[config.mk]
export PLATFORM = sky130hd
export DESIGN_NAME = gpio_maskport
export DESIGN_NICKNAME = d
export VERILOG_FILES = /design/src/rtl/gpio_mp_pkg.sv /design/src/rtl/gpio_mp_sync.sv /design/src/rtl/gpio_mp_irq.sv /design/src/rtl/gpio_mp_ctrl.sv /design/src/rtl/gpio_mp_data.sv /design/src/rtl/gpio_maskport.sv
export SDC_FILE = /design/constraint.sdc
export NUM_CORES = 1
export LEC_CHECK = 0
export CAP_MARGIN = 40
export CORE_MARGIN = 8
export CORE_UTILIZATION = 40
export DETAILED_ROUTE_END_ITERATION = 10
export GPL_TIMING_DRIVEN = 0
export PLACE_DENSITY_LB_ADDON = 0.3
export SYNTH_ARGS = -nofsm -noshare
export SYNTH_HDL_FRONTEND = slang
export SYNTH_SLANG_ARGS = --single-unit
[constraint.sdc]
create_clock -name clk -period 5.3 [get_ports clk]
set_clock_uncertainty 0.2 [all_clocks]
set_input_delay 1.06 -clock clk [delete_from_list [all_inputs] [get_ports clk]]
set_output_delay 1.06 -clock clk [all_outputs]
set_load 0.02 [all_outputs]
[src/rtl/gpio_mp_pkg.sv]
// Shared constants for the address-masked GPIO port: word addresses of the
// register map and the identification byte lookup.
package gpio_mp_pkg;
    localparam int unsigned ADDR_W = 12;
    localparam int unsigned WA_W   = ADDR_W - 2;

    // Word addresses (byte offset >> 2)
    localparam logic [WA_W-1:0] WA_DIR   = 10'h100;
    localparam logic [WA_W-1:0] WA_SENSE = 10'h101;
    localparam logic [WA_W-1:0] WA_BOTH  = 10'h102;
    localparam logic [WA_W-1:0] WA_POL   = 10'h103;
    localparam logic [WA_W-1:0] WA_MASK  = 10'h104;
    localparam logic [WA_W-1:0] WA_RAW   = 10'h105;
    localparam logic [WA_W-1:0] WA_MST   = 10'h106;
    localparam logic [WA_W-1:0] WA_CLR   = 10'h107;
    localparam logic [WA_W-1:0] WA_ALT   = 10'h108;
    localparam logic [WA_W-1:0] WA_PAD   = 10'h140;
    localparam logic [WA_W-1:0] WA_ID    = 10'h3F4;
    localparam int unsigned     ID_WORDS = 12;

    // Identification byte for word index idx within the ID window
    function automatic logic [7:0] id_byte(input logic [3:0] idx);
        case (idx)
            4'd4:    id_byte = 8'h61;
            4'd6:    id_byte = 8'h18;
            4'd7:    id_byte = 8'h01;
            4'd8:    id_byte = 8'h0D;
            4'd9:    id_byte = 8'hF0;
            4'd10:   id_byte = 8'h05;
            4'd11:   id_byte = 8'hB1;
            default: id_byte = 8'h00;
        endcase
    endfunction
endpackage

[src/rtl/gpio_mp_sync.sv]
// Multi-flop synchronizer for the pin inputs.
// Assumes: STAGES >= 2; every bit is treated independently (no bus coherence).
module gpio_mp_sync #(
    parameter int unsigned W      = 8,
    parameter int unsigned STAGES = 2
) (
    input  logic         clk,
    input  logic         rst_n,
    input  logic [W-1:0] d,
    output logic [W-1:0] q
);
    logic [STAGES-1:0][W-1:0] stage;

    // Shift the pin levels through the flop chain
    always_ff @(posedge clk) begin
        if (!rst_n) begin
            stage <= '0;
        end else begin
            stage[0] <= d;
            for (int k = 1; k < STAGES; k++) begin
                stage[k] <= stage[k-1];
            end
        end
    end

    assign q = stage[STAGES-1];

    generate
        if (STAGES > 1) begin : g_chk
            // last stage is the previous value of the one before it
            p_sync_shift_r5: assert property (@(posedge clk) disable iff (!rst_n)
                1'b1 |=> (stage[STAGES-1] == $past(stage[STAGES-2])))
                else $error("sync chain broken");
        end
    endgenerate
endmodule

[src/rtl/gpio_mp_irq.sv]
// Per-pin interrupt detectors and the raw status register.
// Assumes: lvl is already synchronized; clear and set may coincide, set wins.
module gpio_mp_irq #(
    parameter int unsigned W = 8
) (
    input  logic         clk,
    input  logic         rst_n,
    input  logic [W-1:0] lvl,
    input  logic [W-1:0] sense,
    input  logic [W-1:0] both,
    input  logic [W-1:0] pol,
    input  logic         clr_en,
    input  logic [W-1:0] clr_mask,
    output logic [W-1:0] hit,
    output logic [W-1:0] raw
);
    logic [W-1:0] prev;

    // Remember the previous synchronized level for edge detection
    always_ff @(posedge clk) begin
        if (!rst_n) prev <= '0;
        else        prev <= lvl;
    end

    generate
        for (genvar i = 0; i < W; i++) begin : g_det
            logic rise, fall, lvl_hit, edge_hit;
            assign rise     = lvl[i] & ~prev[i];
            assign fall     = ~lvl[i] & prev[i];
            assign lvl_hit  = pol[i] ? lvl[i] : ~lvl[i];
            assign edge_hit = both[i] ? (rise | fall) : (pol[i] ? rise : fall);
            assign hit[i]   = sense[i] ? lvl_hit : edge_hit;
        end
    endgenerate

    // Latch hits into raw status; write-one-to-clear, set has priority
    always_ff @(posedge clk) begin
        if (!rst_n) raw <= '0;
        else        raw <= (raw & ~(clr_en ? clr_mask : '0)) | hit;
    end

    // a hit is latched on the next edge
    p_hit_sets_r7: assert property (@(posedge clk) disable iff (!rst_n)
        (hit != '0) |=> ((raw & $past(hit)) == $past(hit)))
        else $error("hit not latched");

    // without hit or clear, status holds
    p_raw_hold_r7: assert property (@(posedge clk) disable iff (!rst_n)
        (hit == '0 && !clr_en) |=> $stable(raw))
        else $error("raw status drifted");

    // cleared bits with no concurrent hit go to zero
    p_clear_r9: assert property (@(posedge clk) disable iff (!rst_n)
        clr_en |=> ((raw & $past(clr_mask & ~hit)) == '0))
        else $error("clear failed");
endmodule

[src/rtl/gpio_mp_ctrl.sv]
// Configuration register bank: direction, interrupt setup, mask, alternate
// function and pad scratch registers, plus the clear strobe decode.
// Assumes: one access per cycle; word-aligned decode (address bits [1:0] ignored).
module gpio_mp_ctrl
    import gpio_mp_pkg::*;
#(
    parameter int unsigned W    = 8,
    parameter int unsigned PADS = 8
) (
    input  logic            clk,
    input  logic            rst_n,
    input  logic            wr_en,
    input  logic [WA_W-1:0] waddr,
    input  logic [W-1:0]    wdata,
    output logic [W-1:0]    dir,
    output logic [W-1:0]    sense,
    output logic [W-1:0]    both,
    output logic [W-1:0]    pol,
    output logic [W-1:0]    mask,
    output logic            clr_en,
    output logic [W-1:0]    clr_mask,
    output logic            rd_hit,
    output logic [W-1:0]    rd_data
);
    localparam int unsigned IDX_W = (PADS > 1) ? $clog2(PADS) : 1;

    logic [W-1:0]            alt;
    logic [PADS-1:0][W-1:0]  pad_arr;
    logic                    pad_sel;
    logic [IDX_W-1:0]        pad_idx;

    assign pad_idx = waddr[IDX_W-1:0];
    assign pad_sel = (waddr[WA_W-1:IDX_W] == WA_PAD[WA_W-1:IDX_W])
                     && (int'(pad_idx) < PADS);

    // Write the interrupt and direction configuration registers
    always_ff @(posedge clk) begin
        if (!rst_n) begin
            dir   <= '0;
            sense <= '0;
            both  <= '0;
            pol   <= '0;
            mask  <= '0;
            alt   <= '0;
        end else if (wr_en) begin
            case (waddr)
                WA_DIR:   dir   <= wdata;
                WA_SENSE: sense <= wdata;
                WA_BOTH:  both  <= wdata;
                WA_POL:   pol   <= wdata;
                WA_MASK:  mask  <= wdata;
                WA_ALT:   alt   <= wdata;
                default:  ;
            endcase
        end
    end

    generate
        for (genvar p = 0; p < PADS; p++) begin : g_pad
            logic [W-1:0] q;
            // Pad scratch register p
            always_ff @(posedge clk) begin
                if (!rst_n)                                        q <= '0;
                else if (wr_en && pad_sel && int'(pad_idx) == p)   q <= wdata;
            end
            assign pad_arr[p] = q;
        end
    endgenerate

    // Clear strobe for the raw status register
    assign clr_en   = wr_en && (waddr == WA_CLR);
    assign clr_mask = wdata;

    // Readback of configuration and pad registers
    always_comb begin
        rd_hit  = 1'b1;
        rd_data = '0;
        case (waddr)
            WA_DIR:   rd_data = dir;
            WA_SENSE: rd_data = sense;
            WA_BOTH:  rd_data = both;
            WA_POL:   rd_data = pol;
            WA_MASK:  rd_data = mask;
            WA_ALT:   rd_data = alt;
            default: begin
                if (pad_sel) rd_data = pad_arr[pad_idx];
                else         rd_hit  = 1'b0;
            end
        endcase
    end

    // a direction write is visible on the next cycle
    p_dir_write_r6: assert property (@(posedge clk) disable iff (!rst_n)
        (wr_en && waddr == WA_DIR) |=> (dir == $past(wdata)))
        else $error("direction write lost");
endmodule

[src/rtl/gpio_mp_data.sv]
// Data register with address-masked writes and input capture, plus output
// resolution (input pins drive high).
// Assumes: sync_lvl is the synchronized pin level; dir=1 means output.
module gpio_mp_data #(
    parameter int unsigned W = 8
) (
    input  logic         clk,
    input  logic         rst_n,
    input  logic         wr_en,
    input  logic [W-1:0] amask,
    input  logic [W-1:0] wdata,
    input  logic [W-1:0] dir,
    input  logic [W-1:0] sync_lvl,
    output logic [W-1:0] data_q,
    output logic [W-1:0] pin_out
);
    logic [W-1:0] upd;

    assign upd = wr_en ? (amask & dir) : '0;

    // Output bits take masked writes; input bits follow the synchronized level
    always_ff @(posedge clk) begin
        if (!rst_n) data_q <= '0;
        else        data_q <= (dir & ((data_q & ~upd) | (wdata & upd))) | (~dir & sync_lvl);
    end

    // Drive outputs; inputs float high
    assign pin_out = (data_q & dir) | ~dir;

    // output bits outside the address mask are left alone by a write
    p_unmasked_hold_r3: assert property (@(posedge clk) disable iff (!rst_n)
        wr_en |=> ((data_q & $past(dir & ~amask)) == ($past(data_q) & $past(dir & ~amask))))
        else $error("unmasked data bit changed");

    // input bits carry the previous synchronized level
    p_input_track_r5: assert property (@(posedge clk) disable iff (!rst_n)
        1'b1 |=> ((data_q & ~$past(dir)) == ($past(sync_lvl) & ~$past(dir))))
        else $error("input capture wrong");
endmodule

[src/rtl/gpio_maskport.sv]
// Top level of the address-masked GPIO port: bus decode, read mux and the
// identification window; wires synchronizer, data, control and interrupt logic.
// Assumes: combinational read data; one access per cycle; PINS <= 8 fits the map.
module gpio_maskport
    import gpio_mp_pkg::*;
#(
    parameter int unsigned PINS        = 8,
    parameter int unsigned SYNC_STAGES = 2,
    parameter int unsigned PAD_REGS    = 8
) (
    input  logic              clk,
    input  logic              rst_n,
    input  logic              bus_wr,
    input  logic [ADDR_W-1:0] bus_addr,
    input  logic [31:0]       bus_wdata,
    output logic [31:0]       bus_rdata,
    input  logic [PINS-1:0]   pin_in,
    output logic [PINS-1:0]   pin_out,
    output logic              irq
);
    logic [WA_W-1:0] waddr;
    logic            in_data, in_id;
    logic [PINS-1:0] amask, wbyte;
    logic [PINS-1:0] sync_lvl, data_q;
    logic [PINS-1:0] dir, sense, both, pol, mask, clr_mask;
    logic [PINS-1:0] hit, raw, masked;
    logic            clr_en, ctrl_hit;
    logic [PINS-1:0] ctrl_rdata;
    logic [WA_W-1:0] id_off;
    logic            unused_ok;

    assign waddr   = bus_addr[ADDR_W-1:2];
    assign in_data = (waddr[WA_W-1:PINS] == '0);
    assign amask   = waddr[PINS-1:0];
    assign wbyte   = bus_wdata[PINS-1:0];
    assign in_id   = (waddr >= WA_ID);
    assign id_off  = waddr - WA_ID;
    assign masked  = raw & mask;
    assign irq     = |masked;
    assign unused_ok = ^{bus_wdata, bus_addr[1:0]};

    gpio_mp_sync #(.W(PINS), .STAGES(SYNC_STAGES)) u_sync (
        .clk(clk), .rst_n(rst_n), .d(pin_in), .q(sync_lvl)
    );

    gpio_mp_data #(.W(PINS)) u_data (
        .clk(clk), .rst_n(rst_n), .wr_en(bus_wr && in_data), .amask(amask),
        .wdata(wbyte), .dir(dir), .sync_lvl(sync_lvl), .data_q(data_q),
        .pin_out(pin_out)
    );

    gpio_mp_ctrl #(.W(PINS), .PADS(PAD_REGS)) u_ctrl (
        .clk(clk), .rst_n(rst_n), .wr_en(bus_wr && !in_data), .waddr(waddr),
        .wdata(wbyte), .dir(dir), .sense(sense), .both(both), .pol(pol),
        .mask(mask), .clr_en(clr_en), .clr_mask(clr_mask),
        .rd_hit(ctrl_hit), .rd_data(ctrl_rdata)
    );

    gpio_mp_irq #(.W(PINS)) u_irq (
        .clk(clk), .rst_n(rst_n), .lvl(sync_lvl), .sense(sense), .both(both),
        .pol(pol), .clr_en(clr_en), .clr_mask(clr_mask), .hit(hit), .raw(raw)
    );

    // Select read data by region: masked data, status, config, ID, else zero
    always_comb begin
        bus_rdata = '0;
        if (in_data)                  bus_rdata[PINS-1:0] = data_q & amask;
        else if (waddr == WA_RAW)     bus_rdata[PINS-1:0] = raw;
        else if (waddr == WA_MST)     bus_rdata[PINS-1:0] = masked;
        else if (ctrl_hit)            bus_rdata[PINS-1:0] = ctrl_rdata;
        else if (in_id && int'(id_off) < ID_WORDS)
                                      bus_rdata[7:0]      = id_byte(id_off[3:0]);
    end

    // an enabled hit raises irq on the next cycle unless the mask is rewritten
    p_irq_follow_r8: assert property (@(posedge clk) disable iff (!rst_n)
        (((hit & mask) != '0) && !(bus_wr && waddr == WA_MASK)) |=> irq)
        else $error("irq missed an enabled hit");
endmodule

* Yosys cells after proc, flatten, opt, wreduce, memory -nomap -nowiden
Index checks and enable logic that the tools add are counted.
** Word-level totals
- Register bits after elaboration :: 152
- Input port bits :: 55
- Output and inout port bits :: 41
** Operators by class
- $add $sub $neg :: 1
- Order comparisons :: 3
- Eq/ne operators :: 24
- Mux-type cells :: 46
- Bitwise logic cells :: 56
- Reduce and logical (&&, ||, !) cells :: 24
** Operators by type and width (number)
- $eq 10x9->1 const B :: 9
- $and 8x8->8 :: 9
- $mux 8 :: 9
- $pmux 8 s7 :: 1
- $pmux 8 s6 :: 1
- $mux 1 :: 34
- $or 8x8->8 :: 4
- $bmux 8 s3 :: 1
- $not 8->8 :: 3
- $and 1x1->1 :: 16
- $eq 4x4->1 const B :: 4
- $not 1->1 :: 16
- $logic_and 1x1->1 :: 13
- $eq 3x3->1 const B :: 4
- $eq 4x3->1 const B :: 3
- $reduce_and 2->1 :: 6
- $ge 10x10->1 const B :: 1
- $lt 10x4->1 const B :: 1
- $sub 10x10->10 const B :: 1
- $or 1x1->1 :: 8
- $reduce_or 8->1 :: 1
- $eq 7x6->1 const B :: 1
- $eq 3x2->1 const B :: 2
- $reduce_or 6->1 :: 1
- 5 further kinds :: 5

* Logic depth before layout (Yosys ltp)
- Word-level depth :: 8
- Mapped depth :: 8

* Hierarchy
From an unflattened synthesis, not the netlist that was laid out.
** Unflattened totals
- Cell total of the unflattened synthesis :: 896
- Area, all modules :: 8041.5 um2
** Modules (own cells, without submodules)
- gpio_mp_ctrl :: instances 1, cells an instance 550, area each 5185.0 um2, sequential area each 2242.2 um2
- gpio_mp_irq :: instances 1, cells an instance 131, area each 1094.8 um2, sequential area each 320.3 um2
- gpio_maskport :: instances 1, cells an instance 124, area each 795.8 um2, sequential area each 0.0 um2
- gpio_mp_sync :: instances 1, cells an instance 41, area each 506.7 um2, sequential area each 320.3 um2
- gpio_mp_data :: instances 1, cells an instance 50, area each 459.2 um2, sequential area each 160.2 um2

* Worst setup path before layout
No wires, ideal clock.
- Path kind :: input to output
- Start point :: in bus_addr[4]
- End point :: out bus_rdata[0]
- Arrival time :: 2.598 ns
- Required time :: 4.040 ns
- Slack :: 1.442 ns
- Cell stages on the path :: 7
- Path buffers :: 3
- Path through :: buf_2 clkbuf_1 clkbuf_1 nand2_1 a21oi_1 nor3_1 o31ai_1
** Between the ends
- Longest elaborated chain between the ends :: 8
** Ends and longest elaborated chain
- start, declared :: RTL line gpio_maskport.sv:14 : input logic [ADDR_W-1:0] bus_addr,
- $sub 10x10->10 / $bmux 8 s3 (equally long branches) :: RTL line gpio_maskport.sv:37, gpio_mp_ctrl.sv:86
- $lt 10x4->1 (tied with other cells) :: RTL line gpio_maskport.sv:71 : else if (in_id && int'(id_off) < ID_WORDS)
- $logic_and 1x1->1 (tied with other cells) :: RTL line gpio_maskport.sv:71
- $mux 8 / $pmux 8 s6 (equally long branches) :: RTL line gpio_maskport.sv:71, gpio_mp_ctrl.sv:78
- $mux 8 :: RTL line gpio_maskport.sv:70 : else if (ctrl_hit) bus_rdata[PINS-1:0] = ctrl_rdata;
- $mux 8 :: RTL line gpio_maskport.sv:69 : else if (waddr == WA_MST) bus_rdata[PINS-1:0] = masked;
- $mux 8 (*) :: RTL line gpio_maskport.sv:68 : else if (waddr == WA_RAW) bus_rdata[PINS-1:0] = raw;
- $mux 8 (*) :: RTL line gpio_maskport.sv:67 : if (in_data) bus_rdata[PINS-1:0] = data_q & amask;
- end, declared :: RTL line gpio_maskport.sv:16 : output logic [31:0] bus_rdata,
Every way passes the cells marked *; elsewhere a longest branch is shown, timed or not. The select of a mux whose other input is x is not followed.

* Worst setup path after layout
Ends and elaborated chain as after synthesis.

==> impl_metrics.toml <==
[synthesis]
avgSynthCellArea_um2 = 8.77
syn_inst = 914
synth_fa_ha_area_share_pct = 2.50
synthArstFlopShare_pct = 0
yosys.cell_types.count = 58
netlist.area_leader.share_pct = 37.9
muxShareOfSynthArea_pct = 12.5
seq_area_frac_synth_pct = 37.9
synth-simple-area-share_pct = 22.6
synth_top_family_by_area = "simple AND/OR/NAND/NOR gates"
synth_common_cells = "nand2_1 (171), dfxtp_1 (152), a21boi_0 (72)"
synth_enable_flop_cells = 0
synth_top_flop_cell = "dfxtp_1"
synth.cell_area_mm2 = 0.00802
synth-compound-area-share_pct = 17.0
synth_top_area_cell = "dfxtp_1"
synthXorXnorAreaFrac_pct = 0.983
synth_seq_cells = 152
ys_warn_count = 0
yosysMostFrequentCell = "nand2_1"
synthTopCellsByArea = "dfxtp_1 (38%), nand2_1 (8.0%), mux2i_1 (7.0%)"

[critical_path]
path_max_fanout = 10
reg2reg_slack_ns = 3.57
rr_worst_depth = 7
cp-start-kind = "primary input"
worstReg2RegEnd = "u_irq.raw[2]"
critPathCaptureType = "output port"
path_class = "in2out"
required_ns = 4.04
r2r_start = "u_sync.q[2]"
cp.arrival_ns = 3.93

[clock_network]
cts_made_buffers = 17
cts_tree = "yes"
clock_sinks = 152
postCtsHoldBufs = 0
path_clk_slew_ns = 0.06
clk_path_buf_depth = 2
h-tree-depth = 4
cts_root_buf = "clkbuf_16"
clkLatencyLatePin_ns = 0.42

[timing]
slew_violations = 0
rsz0062_at_grt = "false"
worst_pin_slew_ns = 0.819
relSlewSlack_pct = 45.2
postLayoutSetupSlackWorst_ns = 0.112
tns_ns = 0
fin_crit_sh_pct = 97.9
hold_violations = 0
setup_viol = 0
fmax_mhz = 193
min_period_ns = 5.19
hold_ws_ns = 0.233

[pwr]
p_sw_mw = 0.623
power_leakage_nw = 3.39
total_power_mw = 2.51
p_comb_share_pct = 9.3
pwr-share-clk_pct = 44.4
vdd_drop_max_mv = 0.141
p_sw_share_pct = 24.8
pwr-share-seq_pct = 46.3
p_int_mw = 1.89
power_per_cell_area_mw_per_mm2 = 264

[die]
io_pins = 96
die_w_um = 158
start_util_pct = 40.2
die_area_mm2 = 0.0248
num_rows = 52
die_h_um = 158
core_mm2 = 0.0200

[route]
vias = 6990
wl_um = 25800
via_per_inst = 5.44
dr.pass1.iters = 7
drc = 0
wire_per_inst_um = 20.1
ant_nets = 0
drtIter0Drc = 597

[global_routing]
first_global_vias = 6764
grt_max_degree = 17
grt_usage_pct = 21.2
grt_pass1_wl_um = 39600
grt_overflow = 0
antenna_found_initial = 0

[cells_and_area]
final_nets = 1074
layout-drive-gt1-share_pct = 11.8
area_growth_pct = 18.5
num_antenna_cells = 0
fin_area_mm2 = 0.00950

[min_path]
hold_depth = 1
hold_end = "u_sync.q[4]"
hp-class = "reg2reg"
hp-start = "u_sync.stage[4]"

[placement]
place_area_mm2 = 0.00888
hpwl_um = 19200
portBuffers = 43
gp_congestion = 0.990
preCtsSetupSlack_ns = -0.291

[flow_run]
maxCapViolCount = 0

[status]
status = "completed"
per-layer routing:
layer,track usage [%],up-vias,wire length (um)
li1,-,3297,-
met1,27.7,3353,11400
met5,0,-,0
met2,33.7,287,11800
met4,9.16,0,868
met3,4.15,53,1780
power by group through the flow:
stage | sequential, mW | clock [mW] | combinational, mW
after floorplan | 1.18 | 0 | 0.139
after global placement | 1.19 | 0 | 0.224
after detailed placement | 1.19 | 0 | 0.224
after CTS | 1.16 | 1.13 | 0.227
after global routing | 1.16 | 1.18 | 0.249
final | 1.16 | 1.11 | 0.233
worst max path at each step:
stage,from,cells past startpoint,end
floorplan,bus_addr[4],7,bus_rdata[0]
global placement,bus_addr[3],9,bus_rdata[2]
detailed placement,bus_addr[3],9,bus_rdata[6]
CTS,bus_addr[9],7,bus_rdata[7]
global route,bus_addr[3],9,bus_rdata[4]
finish,bus_addr[4],9,bus_rdata[0]
state kept, by name (all words and copies together) (netlist names), named ones only:
name and count:
u_ctrl.g_pad.q 64, u_ctrl.alt 8, u_ctrl.both 8, u_ctrl.dir 8, u_ctrl.mask 8, u_ctrl.pol 8
u_ctrl.sense 8, u_irq.prev 8, u_irq.raw 8, u_sync.q 8, u_sync.stage 8
cells in the final DEF (no fill, tap or decap), types with 4 or more instances in the layout:
cell type,count
nand3_1,9
dfxtp_1,152
clkbuf_1,42
a32oi_1,7
o211a_1,9
o21ai_0,18
a31oi_1,6
and2_1,27
mux2i_1,56
clkdlybuf4s50_1,42
clkbuf_16,17
a211oi_1,19
o22ai_1,4
o211ai_1,10
nor2b_1,60
nor2_1,25
buf_2,5
xnor2_1,8
inv_1,30
clkbuf_2,6
ha_1,16
buf_4,30
nand2b_1,11
nor3_4,4
mux4_2,18
a21oi_1,28
or2_2,10
nor3_1,9
conb_1,24
nand4_1,8
nand2_1,171
a21boi_0,72
clkbuf_8,4
critical path: stages:
cell	delay (ns)
clkdlybuf4s50_1	0.44
buf_2	0.22
clkbuf_2	0.29
nor3_1	0.49
a21oi_1	0.08
nor2_1	0.26
nor3_1	0.13
o31ai_1	0.28
clkdlybuf4s50_1	0.66
through the flow:
step	utilization (%)	cells
6_report	47.6	1284
5_1_grt	47.6	1284
4_1_cts	47.3	1281
3_5_place_dp	44.5	1251
3_3_place_gp	44.4	1250
2_1_floorplan	-	937
cell families (layout without fill, tap and decap cells):
| group | after synthesis | count (layout) |
|---|---|---|
| simple gates | 357 | 357 |
| compound gates | 192 | 192 |
| flops | 152 | 152 |
| buf+inv | 110 | 187 |
| mux | 77 | 77 |
| fa+ha+maj | 16 | 16 |
| xor+xnor | 9 | 9 |
| other cells | 1 | 24 |
what timing repair did:
action	CTS	global route
gates resized for setup	11	13
endpoints found under the hold margin	0	0
endpoints found under the setup margin	8	8
setup buffers	0	3
area by class of cell:
| type | instances | area, um^2 |
|---|---|---|
| clock buffers | 24 | 492 |
| flip-flops and latches | 152 | 3040 |
| plain buffers | 80 | 433 |
| clock inverters | 6 | 42.5 |
| well taps | 270 | 338 |
| multi-input cells | 675 | 4580 |
| repair buffers | 47 | 460 |
| fillers | 1955 | 10500 |
| inverters | 30 | 113 |
Note: power is estimated with default switching activity, not from simulation.
